### src/rtl/sclk_pkg.sv
package sclk_pkg;
   typedef enum logic {
      LINE_ASYNC = 1'b0,
      LINE_SYNC  = 1'b1
   } line_mode_e;

   typedef enum logic {
      PIN_CLOCK = 1'b0,
      PIN_READY = 1'b1
   } txpin_fn_e;

   localparam logic TXC_PARK_LVL = 1'b1;
   localparam logic RXC_PARK_LVL = 1'b0;
endpackage

### src/rtl/sclk_arm_latch.sv
module sclk_arm_latch (
   input  logic clk_i,
   input  logic rst_ni,
   input  logic en_i,
   output logic armed_o
);
   always_ff @(posedge clk_i or negedge rst_ni) begin
      if (!rst_ni)   armed_o <= 1'b0;
      else if (en_i) armed_o <= 1'b1;
   end
endmodule

### src/rtl/sclk_tx_unit.sv
module sclk_tx_unit
   import sclk_pkg::*;
(
   input  logic clk_i,
   input  logic rst_ni,
   input  logic armed_i,
   input  logic tick_i,
   output logic txc_o,
   output logic shift_stb_o
);
   logic flip;
   assign flip = armed_i & tick_i;

   always_ff @(posedge clk_i or negedge rst_ni) begin
      if (!rst_ni) begin
         txc_o       <= TXC_PARK_LVL;
         shift_stb_o <= 1'b0;
      end else begin
         shift_stb_o <= flip & txc_o;
         if (flip) txc_o <= ~txc_o;
      end
   end
endmodule

### src/rtl/sclk_rx_unit.sv
module sclk_rx_unit
   import sclk_pkg::*;
#(
   parameter bit EXT_RXCLK_EN = 1'b1
) (
   input  logic       clk_i,
   input  logic       rst_ni,
   input  logic       armed_i,
   input  logic       tick_i,
   input  line_mode_e mode_i,
   input  logic       char_active_i,
   input  logic       ext_sel_i,
   output logic       rxc_o,
   output logic       sample_stb_o
);
   logic gate_open;
   logic flip;
   logic parked;

   assign gate_open = (mode_i == LINE_SYNC) | char_active_i;
   assign flip      = armed_i & tick_i & gate_open;

   generate
      if (EXT_RXCLK_EN) begin : g_ext
         assign parked = ext_sel_i;
      end else begin : g_no_ext
         logic unused_ext;
         assign unused_ext = ext_sel_i;
         assign parked     = 1'b0;
      end
   endgenerate

   always_ff @(posedge clk_i or negedge rst_ni) begin
      if (!rst_ni) begin
         rxc_o        <= RXC_PARK_LVL;
         sample_stb_o <= 1'b0;
      end else if (parked) begin
         rxc_o        <= RXC_PARK_LVL;
         sample_stb_o <= 1'b0;
      end else begin
         sample_stb_o <= flip & ~rxc_o;
         if (flip) rxc_o <= ~rxc_o;
      end
   end
endmodule

### src/rtl/sclk_dtr_unit.sv
module sclk_dtr_unit #(
   parameter int CNT_W = 6
) (
   input  logic             clk_i,
   input  logic             rst_ni,
   input  logic [CNT_W-1:0] level_i,
   input  logic [CNT_W-1:0] thresh_i,
   output logic             ready_no
);
   always_ff @(posedge clk_i or negedge rst_ni) begin
      if (!rst_ni) ready_no <= 1'b1;
      else         ready_no <= ~(level_i >= thresh_i);
   end
endmodule

### src/rtl/ser_clkout_gen.sv
module ser_clkout_gen
   import sclk_pkg::*;
#(
   parameter int CNT_W        = 6,
   parameter bit EXT_RXCLK_EN = 1'b1
) (
   input  logic             clk_i,
   input  logic             rst_ni,
   input  logic             bit_tick_i,
   input  logic             tx_en_i,
   input  logic             rx_en_i,
   input  logic             line_mode_i,
   input  logic             rx_char_i,
   input  logic             ext_rxclk_i,
   input  logic             txpin_fn_i,
   input  logic [CNT_W-1:0] rxf_level_i,
   input  logic [CNT_W-1:0] dtr_thresh_i,
   output logic             txc_dtr_o,
   output logic             rxc_o,
   output logic             tx_shift_stb_o,
   output logic             rx_sample_stb_o
);
   localparam int MAX_CNT_W = 16;

   generate
      if (CNT_W < 1 || CNT_W > MAX_CNT_W) begin : g_bad_cnt_w
         $error("ser_clkout_gen: CNT_W out of range");
      end
   endgenerate

   logic      tx_armed;
   logic      rx_armed;
   logic      txc_int;
   logic      ready_n;
   txpin_fn_e pin_fn;

   assign pin_fn = txpin_fn_e'(txpin_fn_i);

   sclk_arm_latch u_tx_arm (
      .clk_i(clk_i), .rst_ni(rst_ni), .en_i(tx_en_i), .armed_o(tx_armed)
   );

   sclk_arm_latch u_rx_arm (
      .clk_i(clk_i), .rst_ni(rst_ni), .en_i(rx_en_i), .armed_o(rx_armed)
   );

   sclk_tx_unit u_tx (
      .clk_i(clk_i), .rst_ni(rst_ni), .armed_i(tx_armed), .tick_i(bit_tick_i),
      .txc_o(txc_int), .shift_stb_o(tx_shift_stb_o)
   );

   sclk_rx_unit #(.EXT_RXCLK_EN(EXT_RXCLK_EN)) u_rx (
      .clk_i(clk_i), .rst_ni(rst_ni), .armed_i(rx_armed), .tick_i(bit_tick_i),
      .mode_i(line_mode_e'(line_mode_i)), .char_active_i(rx_char_i),
      .ext_sel_i(ext_rxclk_i), .rxc_o(rxc_o), .sample_stb_o(rx_sample_stb_o)
   );

   sclk_dtr_unit #(.CNT_W(CNT_W)) u_dtr (
      .clk_i(clk_i), .rst_ni(rst_ni), .level_i(rxf_level_i),
      .thresh_i(dtr_thresh_i), .ready_no(ready_n)
   );

   assign txc_dtr_o = (pin_fn == PIN_READY) ? ready_n : txc_int;
endmodule

### config.mk
export PLATFORM = sky130hd
export DESIGN_NAME = ser_clkout_gen
export DESIGN_NICKNAME = d
export VERILOG_FILES = /design/src/rtl/sclk_pkg.sv /design/src/rtl/sclk_arm_latch.sv /design/src/rtl/sclk_tx_unit.sv /design/src/rtl/sclk_rx_unit.sv /design/src/rtl/sclk_dtr_unit.sv /design/src/rtl/ser_clkout_gen.sv
export SDC_FILE = /design/constraint.sdc
export NUM_CORES = 1
export LEC_CHECK = 0
export ABC_AREA = 1
export BUFFER_PORTS_ARGS = -buffer_cell sky130_fd_sc_hd__buf_2
export CORE_AREA = 3 3 40 42
export CTS_CLUSTER_DIAMETER = 40
export DETAILED_ROUTE_END_ITERATION = 8
export DIE_AREA = 0 0 43 45
export SETUP_SLACK_MARGIN = 0.15
export SYNTH_ARGS = -nofsm -noshare
export SYNTH_HDL_FRONTEND = slang
export SYNTH_HIERARCHICAL = 1
export SYNTH_SLANG_ARGS = --single-unit
### constraint.sdc
create_clock -name clk_i -period 1.6 [get_ports clk_i]
set_clock_uncertainty 0.15 [all_clocks]
set_input_delay 0.32 -clock clk_i [delete_from_list [all_inputs] [get_ports clk_i]]
set_output_delay 0.32 -clock clk_i [all_outputs]
set_load 0.05 [all_outputs]
== Yosys cells after proc, flatten, opt, wreduce, memory -nomap -nowiden ==
Cells that the tools add are included.
Widths: inputs -> output; s select.

* Output and inout bits: 4
* Input port bits: 21
* Bits in registers: 7
* Word-level logic and storage cells: 22

* Bitwise logic cells: 9
* $lt $le $gt $ge: 1
* Reduce and logical (&&, ||, !) cells: 1
* Multiplexer cells: 4

{| class="wikitable"
|+ Operators by type and width
! kind !! count
|-
| $ge 6x6->1 || 1
|-
| $and 1x1->1 || 5
|-
| $mux 1 || 4
|-
| $not 1->1 || 3
|-
| $reduce_bool 2->1 || 1
|-
| $or 1x1->1 || 1
|}

== Depth between registers and ports, before layout ==
* Depth in word-level cells: 4
* Depth in mapped cells: 7
* Mapped depth without buffers: 7

== Hierarchy ==
Netlist, hierarchy kept.

{| class="wikitable"
|+ By module, submodules not included
! module !! times used !! seq. area each (µm²) !! cells an instance !! area an instance (µm²)
|-
| sclk_dtr_unit || 1 || 26.3 || 29 || 190.2
|-
| sclk_rx_unit || 1 || 50.0 || 15 || 102.6
|-
| sclk_tx_unit || 1 || 51.3 || 8 || 75.1
|-
| sclk_arm_latch || 2 || 25.0 || 4 || 36.3
|-
| ser_clkout_gen || 1 || 0.0 || 4 || 15.0
|}

== Worst setup path after synthesis ==
OpenSTA, ideal clock, no wires.

* Kind: register to output
* From: register u_tx.txc_o
* To: output txc_dtr_o
* Required time: 1.130 ns
* Path buffers: 0
* Stages on the path, launching flop included: 3
* Setup slack: 0.234 ns
* Arrival time: 0.896 ns
* Path through: dfstp_2 nand2_1 nand2_1

* Longest elaborated chain between the ends: 1

{| class="wikitable"
|+ RTL lines
! item !! line !! source
|-
| start, declared || sclk_tx_unit.sv:8 || <nowiki>output logic txc_o,</nowiki>
|-
| start signal, assigned || sclk_tx_unit.sv:20 || <nowiki>if (flip) txc_o <= ~txc_o;</nowiki>
|-
| $mux 1 || ser_clkout_gen.sv:63 || <nowiki>assign txc_dtr_o = (pin_fn == PIN_READY) ? ready_n : txc_int;</nowiki>
|-
| end, declared || ser_clkout_gen.sv:18 || <nowiki>output logic txc_dtr_o,</nowiki>
|}

No other way between the ends.

== Worst setup path in the final report ==
Ends and elaborated chain as after synthesis.

==> reports/qor.csv <==
stage,metric,value,unit
setup_path,"Critical Path, Cell by Cell","nand2_1, nand2_1, buf_6",
sta,setup TNS,0,ps
logic_synthesis,Area contributors post-synth,"dfrtp_1 27%, inv_1 17%, nand2_1 17%",
grt,largest net degree at the start of global routing,8,
floorplanning,Die Ht,45,µm
drt,drt pass-1 iters,4,
setup_path,Critical-path top delay cell,dfstp_2,
logic_synthesis,"Seq/Total Area, Yosys",39.0,%
layout,"Core Util, Final",50.1,%
sta,RSZ-0062 raised after global routing,true,
floorplanning,DIE WIDTH,43,µm
power_and_ir_drop,sw power,0.000147,W
logic_synthesis,predominant post-synthesis flop cell,dfrtp_1,
clock_network,clock slew at reported path FFs,50,ps
power_and_ir_drop,sequential share of power,40.3,%
setup_path,CP startpoint kind,flip-flop,
logic_synthesis,Yosys cell types,10,
logic_synthesis,Mapped Nets,91,
status,run status,completed,
placed_design,Final GP Congestion,0.720,
grt,gr ovfl total,0,
sta,Slew HR,83.5,%
layout,layout cell share with drive strength beyond 1,34.0,%
floorplanning,DIE AREA,0.00194,mm²
layout,filler cell count,133,
layout,fin nets,122,
logic_synthesis,number of flops mapped to enable cells by yosys,0,
clock_network,Clock Latency Late Sink,240,ps
drt,post-DR vias/cell,4.09,
clock_network,CTS tree,yes,
setup_path,WP data arrival,1030,ps
power_and_ir_drop,Clk network pwr share,31.0,%
logic_synthesis,fraction of registers with async set/reset,100,%
floorplanning,Initial Utilization,35.4,%
clock_network,H-tree depth,1,
floorplanning,core area,0.00128,mm²
drt,routed wire length,771,µm
run,max cap viols,0,
setup_path,Critical Path RT,1130,ps
setup_path,WS Path Type,flip-flop to primary output,
floorplanning,# IOs,25,
grt,antenna violations before repair,0,
setup_path,Stages on worst setup path,3,
setup_path,"Max FO, Critical Path",2,
setup_path,flop2flop setup slack,620,ps
power_and_ir_drop,power density cells,770,mW/mm²
layout,diodes inserted,0,
setup_path,crit path capture type,primary output,
sta,final hold vios,0,
logic_synthesis,Mean Syn Cell Area,7.12,µm²
placed_design,PortBufs,24,
grt,vias in the first global route,391,
logic_synthesis,Synth Instances,64,
setup_path,buffers and inverters on the worst path,1,
placed_design,hpwl dp,692,µm
layout,FF+latch area,178,µm²
power_and_ir_drop,worst vdd ir,0.276,mV
logic_synthesis,Yosys top cell by area,dfrtp_1,
drt,DRC,0,
drt,wire per inst,7.07,µm
sta,fmax,0.669,GHz
min_path,worst hold-check path type,input pin to flip-flop,
logic_synthesis,Yosys warnings,6,
sta,crit share post-route,93.5,%
logic_synthesis,synthesized flop and latch total,7,
setup_path,CP max stage delay,520,ps
setup_path,Reg2Reg Depth,4,
drt,via count,446,
min_path,WHS Path Cells,3,
logic_synthesis,"top cells by count, synth","21 x inv_1, 21 x nand2_1, 6 x ha_1",
setup_path,Crit path max-delay family,flip-flops,
drt,detailed router's first-iteration violation count,5,
sta,# setup viols final,0,
grt,first-pass GRT wire length,1400,µm
clock_network,CTS Buf Count,3,
sta,fin crit period,1500,ps
logic_synthesis,Synth top area share,27.5,%
layout,Area growth syn-to-layout,41.5,%
power_and_ir_drop,Combinational Power Share,28.7,%
clock_network,Clock Path Buffers,2,
layout,area of the multi-input gates,199,µm²
sta,fin. max-slew vios,0,
sta,Fin Hold WS,113,ps
power_and_ir_drop,leakage,0.443,nW
sta,Slew @ Worst Pin,249,ps
grt,aggregate global-route resource usage,10.0,%
sta,Worst Slack Setup Final,104,ps
logic_synthesis,Syn Std Cell Area,455,µm²
clock_network,Clock Root Buffer,clkbuf_4,
placed_design,Place WS,268,ps
floorplanning,placement row count,13,
clock_network,Sink Count,7,
power_and_ir_drop,Total Power,0.000496,W
drt,ANT nets after route,0,
power_and_ir_drop,Net Sw Frac,29.7,%
setup_path,Critical Path Most Common Cell,nand2_1,
power_and_ir_drop,Power Internal,0.000349,W
## final timing paths
path / from / to
max: u_tx/txc_o$_DFFE_PN1P_ / txc_dtr_o
min: rx_en_i / u_rx_arm/armed_o$_DFFE_PN0P_
max reg2reg: u_tx/txc_o$_DFFE_PN1P_ / u_tx/txc_o$_DFFE_PN1P_
min reg2reg: u_rx_arm/armed_o$_DFFE_PN0P_ / u_rx_arm/armed_o$_DFFE_PN0P_
max in group asynchronous: rst_ni / u_tx/txc_o$_DFFE_PN1P_
min in group asynchronous: rst_ni / u_tx/shift_stb_o$_DFF_PN0_
## worst register-to-register path: stages, from the launching register on
cell and delay (ps):
dfstp_2 520, buf_4 100, inv_1 40, nand3_1 50
nand2_1 50
## stage by stage
step                std cells  instance area [µm²]
floorplan                  64                  455
global placement          103                  594
detailed placement        103                  594
CTS                       109                  644
global route              109                  644
finish                    109                  644
## cell families (layout without fill, tap and decap cells)
| family | Yosys count | in the layout | synth area share [%] |
|---|---|---|---|
| adder cells (fa/ha/maj) | 6 | 6 | 16.5 |
| buffers and inverters | 21 | 51 | 17.3 |
| AND/OR/NAND/NOR | 28 | 28 | 24.2 |
| AO/OA/AOI/OAI | 2 | 2 | 3.02 |
| flip-flops | 7 | 7 | 39.0 |
## placed cells by master, fill, tap and decap left out
cell type,n
nand2_1,21
inv_1,21
nor2_1,4
dfrtp_1,5
clkbuf_1,1
nand3_1,2
ha_1,6
buf_6,1
a21oi_2,1
dlygate4sd3_1,1
buf_4,1
a21oi_1,1
dfstp_2,2
buf_2,23
clkbuf_4,3
nand2_2,1
## sequential cells by signal, summed over array words and instances, names as in the netlist
register and count:
u_dtr/ready_no 1, u_rx/rxc_o 1, u_rx/sample_stb_o 1, u_rx_arm/armed_o 1
u_tx/shift_stb_o 1, u_tx/txc_o 1, u_tx_arm/armed_o 1
## power by group through the flow
stage / clock [W] / combinational (W) / sequential [W]
2_1_floorplan: 0 / 0.0000641 / 0.000225
3_3_place_gp: 0 / 0.000129 / 0.000203
4_1_cts: 0.000161 / 0.000145 / 0.000200
3_5_place_dp: 0 / 0.000131 / 0.000204
6_report: 0.000154 / 0.000143 / 0.000200
5_1_grt: 0.000169 / 0.000161 / 0.000201
## layer usage
metal | global-route usage [%] | up-vias | routed length [µm]
li1 | - | 244 | -
met1 | 10.1 | 184 | 303
met2 | 16.8 | 18 | 379
met3 | 5.18 | 0 | 88
met4 | 5.42 | 0 | 0
met5 | 0 | - | 0
## timing repair
action	4_1_cts	5_1_grt
endpoints found under the setup margin	1	1
resized for setup	2	0
endpoints found under the hold margin	7	0
buffers inserted	1	0
hold buffers	1	0
## layout make-up
type | instances | area share [%]
sequential | 7 | 27.6
tap | 15 | 2.91
multi-input combinational | 36 | 30.9
inverter | 21 | 12.2
clock buffer | 4 | 4.08
timing repair buffer | 26 | 22.3
No activity file was read; power rests on OpenSTA's default activity.
